### src/rtl/tmr_cc_pkg.sv
package tmr_cc_pkg;
    localparam int NIB_W   = 4;
    localparam int EN_BIT  = 3;
    localparam int ALV_BIT = 2;
    localparam int SEL_BIT = 1;
    localparam int RSV_BIT = 0;
    localparam logic [NIB_W-1:0] NIB_RST = 4'h4;
endpackage

### src/rtl/tmr_cc_ctrl_reg.sv
module tmr_cc_ctrl_reg
    import tmr_cc_pkg::*;
#(
    parameter int NUM_CH    = 4,
    parameter int CH_PER_TB = 2,
    localparam int W        = NUM_CH * NIB_W,
    localparam int NUM_TB   = NUM_CH / CH_PER_TB
) (
    input  logic              clk,
    input  logic              rst_n,
    input  logic              wr_en,
    input  logic [W-1:0]      wr_mask,
    input  logic [W-1:0]      wr_data,
    input  logic              power_on,
    input  logic [NUM_TB-1:0] tb_run,
    output logic [W-1:0]      ctrl_q
);
    typedef struct packed {
        logic [W-1:0] word;
    } ctrl_state_t;

    ctrl_state_t st_d, st_q;
    logic [W-1:0] rst_word;
    logic [W-1:0] eff_mask;

    always_comb begin
        for (int c = 0; c < NUM_CH; c++) begin
            rst_word[c*NIB_W +: NIB_W] = NIB_RST;
        end
    end

    always_comb begin
        eff_mask = wr_en ? wr_mask : '0;
        for (int c = 0; c < NUM_CH; c++) begin
            eff_mask[c*NIB_W + RSV_BIT] = 1'b0;
            if (power_on) begin
                eff_mask[c*NIB_W + SEL_BIT] = 1'b0;
                if (tb_run[c / CH_PER_TB]) begin
                    eff_mask[c*NIB_W + ALV_BIT] = 1'b0;
                end
            end
        end
        st_d.word = (st_q.word & ~eff_mask) | (wr_data & eff_mask);
        for (int c = 0; c < NUM_CH; c++) begin
            st_d.word[c*NIB_W + RSV_BIT] = 1'b0;
        end
    end

    always_ff @(posedge clk or negedge rst_n) begin
        if (!rst_n) st_q.word <= rst_word;
        else        st_q      <= st_d;
    end

    assign ctrl_q = st_q.word;
endmodule

### src/rtl/tmr_cc_sync.sv
module tmr_cc_sync #(
    parameter int STAGES = 2
) (
    input  logic clk,
    input  logic rst_n,
    input  logic din,
    output logic rise
);
    typedef struct packed {
        logic [STAGES:0] chain;
    } sync_state_t;

    sync_state_t st_d, st_q;

    always_comb begin
        st_d.chain = {st_q.chain[STAGES-1:0], din};
    end

    always_ff @(posedge clk or negedge rst_n) begin
        if (!rst_n) st_q <= '0;
        else        st_q <= st_d;
    end

    assign rise = st_q.chain[STAGES-1] & ~st_q.chain[STAGES];
endmodule

### src/rtl/tmr_cc_chan.sv
module tmr_cc_chan #(
    parameter int CNT_W = 16
) (
    input  logic             clk,
    input  logic             rst_n,
    input  logic             cap_rise,
    input  logic [CNT_W-1:0] cnt,
    input  logic             out_en,
    input  logic             act_hi,
    input  logic             cmp_mode,
    input  logic             ld_en,
    input  logic [CNT_W-1:0] ld_data,
    output logic [CNT_W-1:0] val_o,
    output logic             irq_o,
    output logic             pin_o
);
    typedef struct packed {
        logic [CNT_W-1:0] val;
        logic             irq;
        logic             gen;
    } chan_state_t;

    chan_state_t st_d, st_q;
    logic take_cap;
    logic hit;

    always_comb begin
        take_cap = !cmp_mode && cap_rise;
        hit      = cmp_mode && (st_q.val == cnt);
        st_d     = st_q;
        if (take_cap)   st_d.val = cnt;
        else if (ld_en) st_d.val = ld_data;
        st_d.irq = take_cap || hit;
        if (!cmp_mode)              st_d.gen = 1'b0;
        else if (hit)               st_d.gen = 1'b0;
        else if (cnt == '0)         st_d.gen = 1'b1;
    end

    always_ff @(posedge clk or negedge rst_n) begin
        if (!rst_n) st_q <= '0;
        else        st_q <= st_d;
    end

    assign val_o = st_q.val;
    assign irq_o = st_q.irq;
    assign pin_o = out_en ? (st_q.gen ? act_hi : ~act_hi) : ~act_hi;
endmodule

### src/rtl/tmr_cc_unit.sv
module tmr_cc_unit
    import tmr_cc_pkg::*;
#(
    parameter int NUM_CH      = 4,
    parameter int CH_PER_TB   = 2,
    parameter int CNT_W       = 16,
    parameter int SYNC_STAGES = 2
) (
    input  logic                             clk,
    input  logic                             rst_n,
    input  logic                             ctl_wr_en,
    input  logic [NUM_CH*4-1:0]              ctl_wr_mask,
    input  logic [NUM_CH*4-1:0]              ctl_wr_data,
    output logic [NUM_CH*4-1:0]              ctl_rd,
    input  logic                             power_on,
    input  logic [NUM_CH/CH_PER_TB-1:0]      tb_run,
    input  logic [NUM_CH/CH_PER_TB*CNT_W-1:0] tb_cnt,
    input  logic                             cc_wr_en,
    input  logic [$clog2(NUM_CH)-1:0]        cc_wr_sel,
    input  logic [CNT_W-1:0]                 cc_wr_data,
    output logic [NUM_CH*CNT_W-1:0]          cc_val,
    input  logic [NUM_CH-1:0]                cap_in,
    output logic [NUM_CH-1:0]                cc_irq,
    output logic [NUM_CH-1:0]                pin_out
);
    localparam int SEL_W = $clog2(NUM_CH);

    logic [NUM_CH*NIB_W-1:0] ctl_q;
    logic [NUM_CH-1:0]       cap_rise;

    tmr_cc_ctrl_reg #(
        .NUM_CH   (NUM_CH),
        .CH_PER_TB(CH_PER_TB)
    ) u_ctrl (
        .clk     (clk),
        .rst_n   (rst_n),
        .wr_en   (ctl_wr_en),
        .wr_mask (ctl_wr_mask),
        .wr_data (ctl_wr_data),
        .power_on(power_on),
        .tb_run  (tb_run),
        .ctrl_q  (ctl_q)
    );

    for (genvar i = 0; i < NUM_CH; i++) begin : g_ch
        localparam int TB = i / CH_PER_TB;

        tmr_cc_sync #(.STAGES(SYNC_STAGES)) u_sync (
            .clk  (clk),
            .rst_n(rst_n),
            .din  (cap_in[i]),
            .rise (cap_rise[i])
        );

        tmr_cc_chan #(.CNT_W(CNT_W)) u_chan (
            .clk     (clk),
            .rst_n   (rst_n),
            .cap_rise(cap_rise[i]),
            .cnt     (tb_cnt[TB*CNT_W +: CNT_W]),
            .out_en  (ctl_q[i*NIB_W + EN_BIT]),
            .act_hi  (ctl_q[i*NIB_W + ALV_BIT]),
            .cmp_mode(ctl_q[i*NIB_W + SEL_BIT]),
            .ld_en   (cc_wr_en && (cc_wr_sel == SEL_W'(i))),
            .ld_data (cc_wr_data),
            .val_o   (cc_val[i*CNT_W +: CNT_W]),
            .irq_o   (cc_irq[i]),
            .pin_o   (pin_out[i])
        );
    end

    assign ctl_rd = ctl_q;
endmodule

### config.mk
export PLATFORM = sky130hd
export DESIGN_NAME = tmr_cc_unit
export DESIGN_NICKNAME = d
export VERILOG_FILES = /design/src/rtl/tmr_cc_pkg.sv /design/src/rtl/tmr_cc_ctrl_reg.sv /design/src/rtl/tmr_cc_sync.sv /design/src/rtl/tmr_cc_chan.sv /design/src/rtl/tmr_cc_unit.sv
export SDC_FILE = /design/constraint.sdc
export NUM_CORES = 1
export LEC_CHECK = 0
export BUFFER_PORTS_ARGS = -buffer_cell sky130_fd_sc_hd__buf_2
export CAP_MARGIN = 30
export CELL_PAD_IN_SITES_DETAIL_PLACEMENT = 0
export CELL_PAD_IN_SITES_GLOBAL_PLACEMENT = 1
export CORE_AREA = 2 2 200 104
export DETAILED_ROUTE_END_ITERATION = 10
export DIE_AREA = 0 0 202 106
export HOLD_SLACK_MARGIN = 0.1
export PLACE_DENSITY = 0.64
export RECOVER_POWER = 50
export SLEW_MARGIN = 40
export SYNTH_ARGS = -nofsm -noshare
export SYNTH_HDL_FRONTEND = slang
export SYNTH_SLANG_ARGS = --single-unit
export TNS_END_PERCENT = 5
### constraint.sdc
create_clock -name clk -period 1.8 [get_ports clk]
set_input_delay 0.36 -clock clk [delete_from_list [all_inputs] [get_ports clk]]
set_output_delay 0.36 -clock clk [all_outputs]
set_load 0.05 [all_outputs]
**Word level (Yosys, flattened, before mapping)**

Index checks and enable logic that the tools add are counted.

- Input bits: 93
- Word-level logic and storage cells: 106
- Output and inout bits: 88
- Flip-flop bits (word level): 96

- Eq/ne operators: 11
- Bitwise operators: 16
- Reductions and logical operators: 27
- Muxes and demuxes: 35

Operators by type and width:

| kind | number |
|---|---|
| 16-bit 2-to-1 mux | 9 |
| 16-bit == test | 4 |
| 16-bit bitwise AND | 2 |
| 16-bit logical NOT | 2 |
| 1-bit 2-to-1 mux | 22 |
| 16-bit inverter | 1 |
| 16-bit OR | 1 |
| 1-bit logical AND | 12 |
| 3-bit by 1-bit != test with 1-bit output (second input constant) | 4 |
| 2-bit 2-to-1 mux | 4 |
| 1-bit inverter | 8 |
| 2-bit nonzero test | 4 |
| 1-bit bitwise AND | 4 |
| 2-bit == test (second input constant) | 2 |
| 1-bit logical NOT | 4 |
| 1-bit logical OR | 4 |
| 2-bit by 1-bit == test with 1-bit output (second input constant) | 1 |
| 2-bit logical NOT | 1 |

**Longest topological paths before layout**

Gate-level depths: netlist of run 1.

- Depth after elaboration: 6
- Gate-level depth with buffers: 6
- Mapped depth without buffers: 4

**Modules after synthesis**

A second synthesis of run 1 with hierarchy kept.

- Cell total of the unflattened synthesis: 537
- Area, all modules: 5544.1 um^2

Modules (own cells, without submodules):

| module | sequential area each (um^2) | cells an instance | instances | area an instance (um^2) |
|---|---|---|---|---|
| tmr_cc_chan | 450.4 | 118 | 4 | 1144.8 |
| tmr_cc_ctrl_reg | 305.3 | 45 | 1 | 571.8 |
| tmr_cc_sync | 75.1 | 4 | 4 | 88.8 |
| tmr_cc_unit | 0.0 | 4 | 1 | 37.5 |

**Worst setup path after synthesis of run 1**

Ideal clock, no wire load.

- Kind: flip-flop to flip-flop
- From: register (tool-made name)
- To: register g_ch[3].u_chan.st_q, in the netlist g_ch[3].u_chan.val_o[10]
- Period minus slack after synthesis: 1.314 ns
- Setup slack: 0.486 ns
- Arrival: 1.192 ns
- Setup time: 0.122 ns
- Buffers on the path: 2
- Data required time: 1.678 ns
- Cell stages (with the launch flop): 6
- Cells stage by stage: dfrtp_1 -> nor3b_2 -> buf_6 -> buf_6 -> mux2i_1 -> a21oi_2

RTL lines:

| what | RTL line | RTL |
|---|---|---|
| end signal, assigned | tmr_cc_chan.sv:41 | `else st_q <= st_d;` |
| end, declared | tmr_cc_chan.sv:23 | `chan_state_t st_d, st_q;` |

==> impl_metrics.csv, run 1 <==
group,metric,value,unit
setup_path,r2r_start,"g_ch[2].u_chan.val_o[10]",
grt,grt_pass1_wl,25400,um
place,port_buffers,168,
final_layout,drive_gt1_frac,0.357,
sta,slew_headroom,0.508,
setup_path,path_max_fanout,3,
routing,wl,16500,um
synth,ys_seq_area_frac,0.418,
synth,netlist_area,0.00576,mm2
sta,setup_slack,0.104,ns
clock_tree,cts_tree,"yes",
place,dp_hpwl,13200,um
grt,grt_pass1_vias,4214,
routing,routed_via_density,4.43,
setup_path,end_kind,"output pin",
min_path,hp-class,"in2reg",
synth,synth_top_family_by_area,"buffers and inverters",
setup_path,r2r_end,"g_ch[2].u_chan.irq_o",
setup_path,required,1.44,ns
clock_tree,clock_sinks,96,
grt,met2_usage,0.222,
clock_tree,clk_pin_slew,0.07,ns
synth,synthAdderAreaFrac,0,
sta,drv_slew,0,
floorplan,die_width,202,um
setup_path,reg2reg_depth,5,
final_layout,final_core_util,0.335,
final_layout,final_cells,929,
sta,min_period_over_period,0.942,
clock_tree,hold_buffers,3,
clock_tree,ctsLongestPathBuffers,2,
power,power.density,1230,mW/mm2
sta,finalHoldViolCount,0,
clock_tree,cts_max_level,3,
power,leakagePower,2.77,nW
floorplan,die_h,106,um
final_layout,antenna_cells,0,
grt,grt_use_met1,0.234,
setup_path,crit_type,"reg2out",
synth,synth.mux.area_fraction,0.135,
routing,dr.pass1.iters,4,
place,dp.cells,908,
clock_tree,cts-root-buf,"clkbuf_16",
sta,rsz0062_at_grt,"false",
routing,wl_per_cell,17.8,um
floorplan,die_area,0.0214,mm2
sta,finalCriticalPeriod,1.70,ns
power,irDropWorstVdd,0.448,mV
routing,drc,0,
synth,avgSynthCellArea,10.5,um2
status,run_status,"complete, no violations",
floorplan,core_area,0.0199,mm2
grt,grt.overflow.total,0,
sta,hold_slack,0.149,ns
grt,top_usage_layer,"met1",
job,cap_violations,0,
grt,antenna_found_initial,0,
clock_tree,cts_made_buffers,9,
synth,synth-seq-cells,96,
place,post_dp_cell_area,0.00636,mm2
synth,synthSimpleGateAreaFrac,0.0986,
grt,track_usage,0.158,
power,power,8.16,mW
final_layout,n_fill_cell,2083,
synth,synthCells,549,
sta,fin_skew,0.00642,ns
synth,synth_compound_area_frac,0.0951,
synth,synthDistinctLibCells,29,
synth,yosys.area.top_type,"dfrtp_1",
grt,grt_max_degree,50,
clock_tree,clock_latency,0.36,ns
floorplan,io_pins,181,
routing,vias,4118,
setup_path,reg2reg_slack,0.20,ns
routing,final_antenna_net_count,0,
sta,max_slew.worst_pin.slew,0.738,ns
setup_path,start_kind,"flip-flop",
place,place.gp.congestion,0.847,
synth,synth_area_leaders,"dfrtp_1, buf_4, mux2i_1",
floorplan,rows,37,
sta,setup_viol,0,
synth,synthXorXnorAreaFrac,0.103,
sta,fin_tns_setup,0,ns
grt,use_met3,0.0497,
routing,drt_iter0_markers,177,
clock_tree,post_cts_buffers,0,
clock_tree,ctsResizeCount,0,
min_path,hold_depth,1,
place,dp_slack,0.0509,ns
setup_path,endpoint,"pin_out[1]",
setup_path,worst-endpoint-arrival,1.34,ns
final_layout,nNetsFinal,744,
synth,yosys_warnings,0,
floorplan,initial_core_util,0.290,
final_layout,final_area,0.00664,mm2
synth,netlist.area_leader.share,0.399,
final_layout,areaGrowthSynthToFinish,15.3,%
sta,max_freq,590,MHz
## worst max-delay path, cell delays in order (launching register included)
cell and delay [ns]:
dfstp_2 0.55, xor2_1 0.15, buf_2 0.28
## cell usage after synthesis
cell type and count:
nor4_1 12, buf_2 3, mux2_2 12, xnor2_1 64, o21ai_0 11, conb_1 1
buf_4 91, a21boi_0 2, a31oi_4 1, nand2_1 33, clkbuf_2 1, dfstp_2 4
o21ai_1 9, a31o_4 1, mux2i_1 64, buf_6 11, inv_1 2, nor3b_2 4
buf_8 2, nor2b_1 1, dfrtp_1 92, o21bai_4 2, a21oi_2 23, a21o_1 4
a21oi_1 25, nor2_1 52, and4_1 2, nand4_1 16, xor2_1 4
## placed cells by master (no fill, tap or decap), types with 3 or more instances in the layout
master           n
a21oi_2         23
nor4_1          12
o21ai_0         11
buf_12           3
xor2_1           4
xnor2_1         64
conb_1           4
a21o_1           4
inv_6            3
clkbuf_16        9
nand2_1         33
nand4_1         16
dfrtp_1         92
buf_4           18
a21oi_1         25
buf_2          147
clkbuf_4         3
dfstp_2          4
nor3b_4          4
mux2_2          11
dlygate4sd3_1    4
nor2_1          52
clkbuf_1        20
mux2i_1         64
o21ai_1          9
## kinds of logic (layout without fill, tap and decap cells)
logic type	after synthesis	in the layout
AO/OA/AOI/OAI	78	78
flip-flops	96	96
AND/OR/NAND/NOR	120	120
multiplexers	76	76
buffers and inverters	110	214
other	1	4
XOR/XNOR	68	68
## metal layers
layer / routed length (um) / part of all wire
met1: 8350 / 0.51
met2: 6750 / 0.41
met3: 1210 / 0.073
met4: 186 / 0.011
met5: 0 / 0
## worst min path at each step
stage                      startpoint                    endpoint  slack (ns)
2_1_floorplan                   rst_n  asynchronous set/reset pin        0.06
3_3_place_gp   g_ch[2].u_sync.st_q[0]      g_ch[2].u_sync.st_q[1]        0.34
3_5_place_dp   g_ch[3].u_sync.st_q[0]      g_ch[3].u_sync.st_q[1]        0.34
4_1_cts                     cap_in[0]      g_ch[0].u_sync.st_q[0]        0.10
5_1_grt                     cap_in[2]      g_ch[2].u_sync.st_q[0]        0.13
6_report                    cap_in[2]      g_ch[2].u_sync.st_q[0]        0.15
## power breakdown
group          internal, mW  switching (mW)  leakage [nW]
Clock                 0.953           0.925         0.133
Sequential             2.56           0.390          1.11
Combinational         0.970            2.37          1.53
## final cells by class
| cell class | instances | area [um2] | area share |
|---|---|---|---|
| clock buffer | 9 | 225 | 0.0339 |
| clock inverter | 7 | 55.1 | 0.00829 |
| inverter | 2 | 7.51 | 0.00113 |
| multi-input combinational | 346 | 2530 | 0.380 |
| sequential | 96 | 2410 | 0.362 |
| tap | 273 | 342 | 0.0514 |
| timing repair buffer | 196 | 1080 | 0.163 |
No activity file was read; power rests on OpenSTA's default activity.
==> run 2: changes to the inputs <==
--- a/config.mk
+++ b/config.mk
@@ -9,14 +9,15 @@
 export CAP_MARGIN = 30
 export CELL_PAD_IN_SITES_DETAIL_PLACEMENT = 0
 export CELL_PAD_IN_SITES_GLOBAL_PLACEMENT = 1
-export CORE_AREA = 2 2 200 104
+export CORE_AREA = 2 2 196 102
 export DETAILED_ROUTE_END_ITERATION = 10
-export DIE_AREA = 0 0 202 106
+export DIE_AREA = 0 0 198 104
 export HOLD_SLACK_MARGIN = 0.1
-export PLACE_DENSITY = 0.64
+export PLACE_DENSITY = 0.65
 export RECOVER_POWER = 50
 export SLEW_MARGIN = 40
 export SYNTH_ARGS = -nofsm -noshare
 export SYNTH_HDL_FRONTEND = slang
+export SYNTH_HIERARCHICAL = 1
 export SYNTH_SLANG_ARGS = --single-unit
 export TNS_END_PERCENT = 5
==> run 2 against run 1 <==
- total power up 1.1%
- critical endpoint is now pin_out[2]
- setup slack got worse by 0.028 ns
- largest cell class unchanged
- critical path depth did not move
- sequential share of layout area is 0.57 points higher
==> impl_metrics.csv, run 2 <==
group,metric,value,unit
routing,wl_per_cell,19.2,um
final_layout,final_cells,916,
grt,grt_pass1_vias,4457,
synth,yosys.area.top_type,"dfrtp_1",
clock_tree,clock_latency,0.34,ns
clock_tree,ctsLongestPathBuffers,2,
sta,fin_tns_setup,0,ns
setup_path,end_kind,"output pin",
clock_tree,cts_max_level,3,
synth,yosysMostFrequentCell,"dfrtp_1",
sta,finalCriticalPeriod,1.72,ns
synth,synth_area_leaders,"dfrtp_1, mux2i_1, xnor2_1",
min_path,hp-class,"in2reg",
floorplan,die_h,104,um
setup_path,r2r_end,"g_ch[3].u_chan/val_o[11]",
synth,synthDistinctLibCells,26,
clock_tree,cts-root-buf,"clkbuf_16",
routing,wl,17600,um
clock_tree,clock_sinks,96,
power,power.density,1260,mW/mm2
place,dp_slack,0.00431,ns
grt,track_usage,0.173,
setup_path,worst-endpoint-arrival,1.36,ns
grt,grt.overflow.total,0,
floorplan,io_pins,181,
place,port_buffers,168,
synth,avgSynthCellArea,10.3,um2
floorplan,core_area,0.0190,mm2
setup_path,start_kind,"flip-flop",
synth,synthTopCellsByCount,"dfrtp_1, nand2_1, buf_4",
clock_tree,clk_pin_slew,0.06,ns
sta,rsz0062_at_grt,"false",
setup_path,r2r_start,"g_ch[3].u_sync/st_q[2]",
min_path,hold_end,"g_ch[1].u_sync/st_q[0]",
min_path,hold_depth,1,
sta,finalHoldViolCount,0,
setup_path,required,1.44,ns
final_layout,drive_gt1_frac,0.335,
routing,drt_iter0_markers,221,
synth,yosys_warnings,6,
grt,grt_pass1_wl,26400,um
place,place.gp.congestion,0.827,
final_layout,final_area,0.00654,mm2
routing,routed_via_density,4.71,
synth,netlist_area,0.00554,mm2
synth,ys_seq_area_frac,0.434,
synth,async_flop_share,1.00,
final_layout,final_cell_mix,"buf_2, dfrtp_1, nand2_1",
clock_tree,post_cts_buffers,0,
final_layout,final_common_cell,"buf_2",
synth,synth_edf_count,0,
setup_path,path_max_fanout,3,
floorplan,die_width,198,um
power,leakagePower,2.72,nW
sta,max_slew.worst_pin.slew,0.952,ns
status,run_status,"complete, no violations",
clock_tree,hold_buffers,1,
floorplan,initial_core_util,0.292,
floorplan,rows,36,
grt,grt_max_degree,97,
synth,synthCells,537,
sta,slew_headroom,0.365,
sta,max_freq,580,MHz
final_layout,nNetsFinal,738,
routing,dr.pass1.iters,5,
job,cap_violations,0,
setup_path,cpMaxStageDelayCell,"dfstp_1",
grt,antenna_found_initial,3,
sta,setup_slack,0.0756,ns
min_path,min_from,"cap_in[1]",
sta,fin_skew,0.00792,ns
synth,synth_ff_type,"dfrtp_1",
setup_path,reg2reg_depth,4,
power,irDropWorstVdd,0.466,mV
final_layout,antenna_cells,0,
setup_path,reg2reg_slack,0.28,ns
sta,setup_viol,0,
routing,final_antenna_net_count,0,
floorplan,die_area,0.0206,mm2
synth,synth-seq-cells,96,
routing,drc,0,
place,dp.cells,898,
routing,vias,4310,
clock_tree,cts_tree,"yes",
synth,netlist.area_leader.share,0.415,
clock_tree,cts_made_buffers,9,
place,post_dp_cell_area,0.00627,mm2
place,dp_hpwl,13700,um
sta,drv_slew,0,
sta,min_period_over_period,0.958,
setup_path,crit_type,"reg2out",
final_layout,areaGrowthSynthToFinish,18.0,%
clock_tree,ctsResizeCount,0,
setup_path,crit_chain,"xor2_1 -> buf_2",
setup_path,cpPeakStageDelay,0.57,ns
==> run 2: routing by layer <==
metal	share of wire	vias up	GRT usage
met1	0.49	2107	0.257
li1	-	2002	-
met5	0.0016	-	0
met3	0.093	30	0.0642
met2	0.39	165	0.231
met4	0.020	6	0.0446
==> run 2: per-stage QoR <==
step | total power, mW | util | hold slack, ns
CTS | 8.36 | 0.347 | 0.103
floorplan | 5.80 | - | 0.0644
finish | 8.25 | 0.345 | 0.126
detailed placement | 6.37 | 0.331 | 0.339
global placement | 6.30 | 0.331 | 0.333
global route | 8.68 | 0.345 | 0.101
==> run 2: how the worst max path moves through the flow <==
stage / endpoint / slack (ns)
after floorplan: pin_out[1] / -0.07
after global routing: pin_out[3] / 0.02
after global placement: g_ch[1].u_chan/st_q[0] / 0.02
after detailed placement: g_ch[0].u_chan/st_q[0] / 0.004
final: pin_out[2] / 0.08
after CTS: pin_out[2] / 0.09
==> run 2: area by class of cell <==
type                       instances  area, um2
fill                            1965      12400
multi-input combinational        355       2500
sequential                        96       2410
timing repair buffer             183       1010
tap                              266        333
clock buffer                      11        243
clock inverter                     5       56.3
==> run 2: power breakdown <==
part | switching [mW] | internal (mW) | total [mW]
clock network | 0.842 | 1.11 | 1.96
registers | 0.445 | 2.57 | 3.01
logic | 2.37 | 0.913 | 3.28
total | 3.66 | 4.60 | 8.25
==> run 2: logic make-up after synthesis <==
family	share of synthesized area
and+or+nand+nor	0.131
DFF	0.434
buffers and inverters	0.115
muxes	0.143
AOI/OAI and AO/OA	0.0695
xor gates and xnor gates	0.107
other	0.000676
==> run 2: worst max-delay path, delay by kind of cell (launching register included) <==
family,cells,cell delay [ns]
buffers and inverters,1,0.28
xor gates and xnor gates,1,0.17
DFF,1,0.57
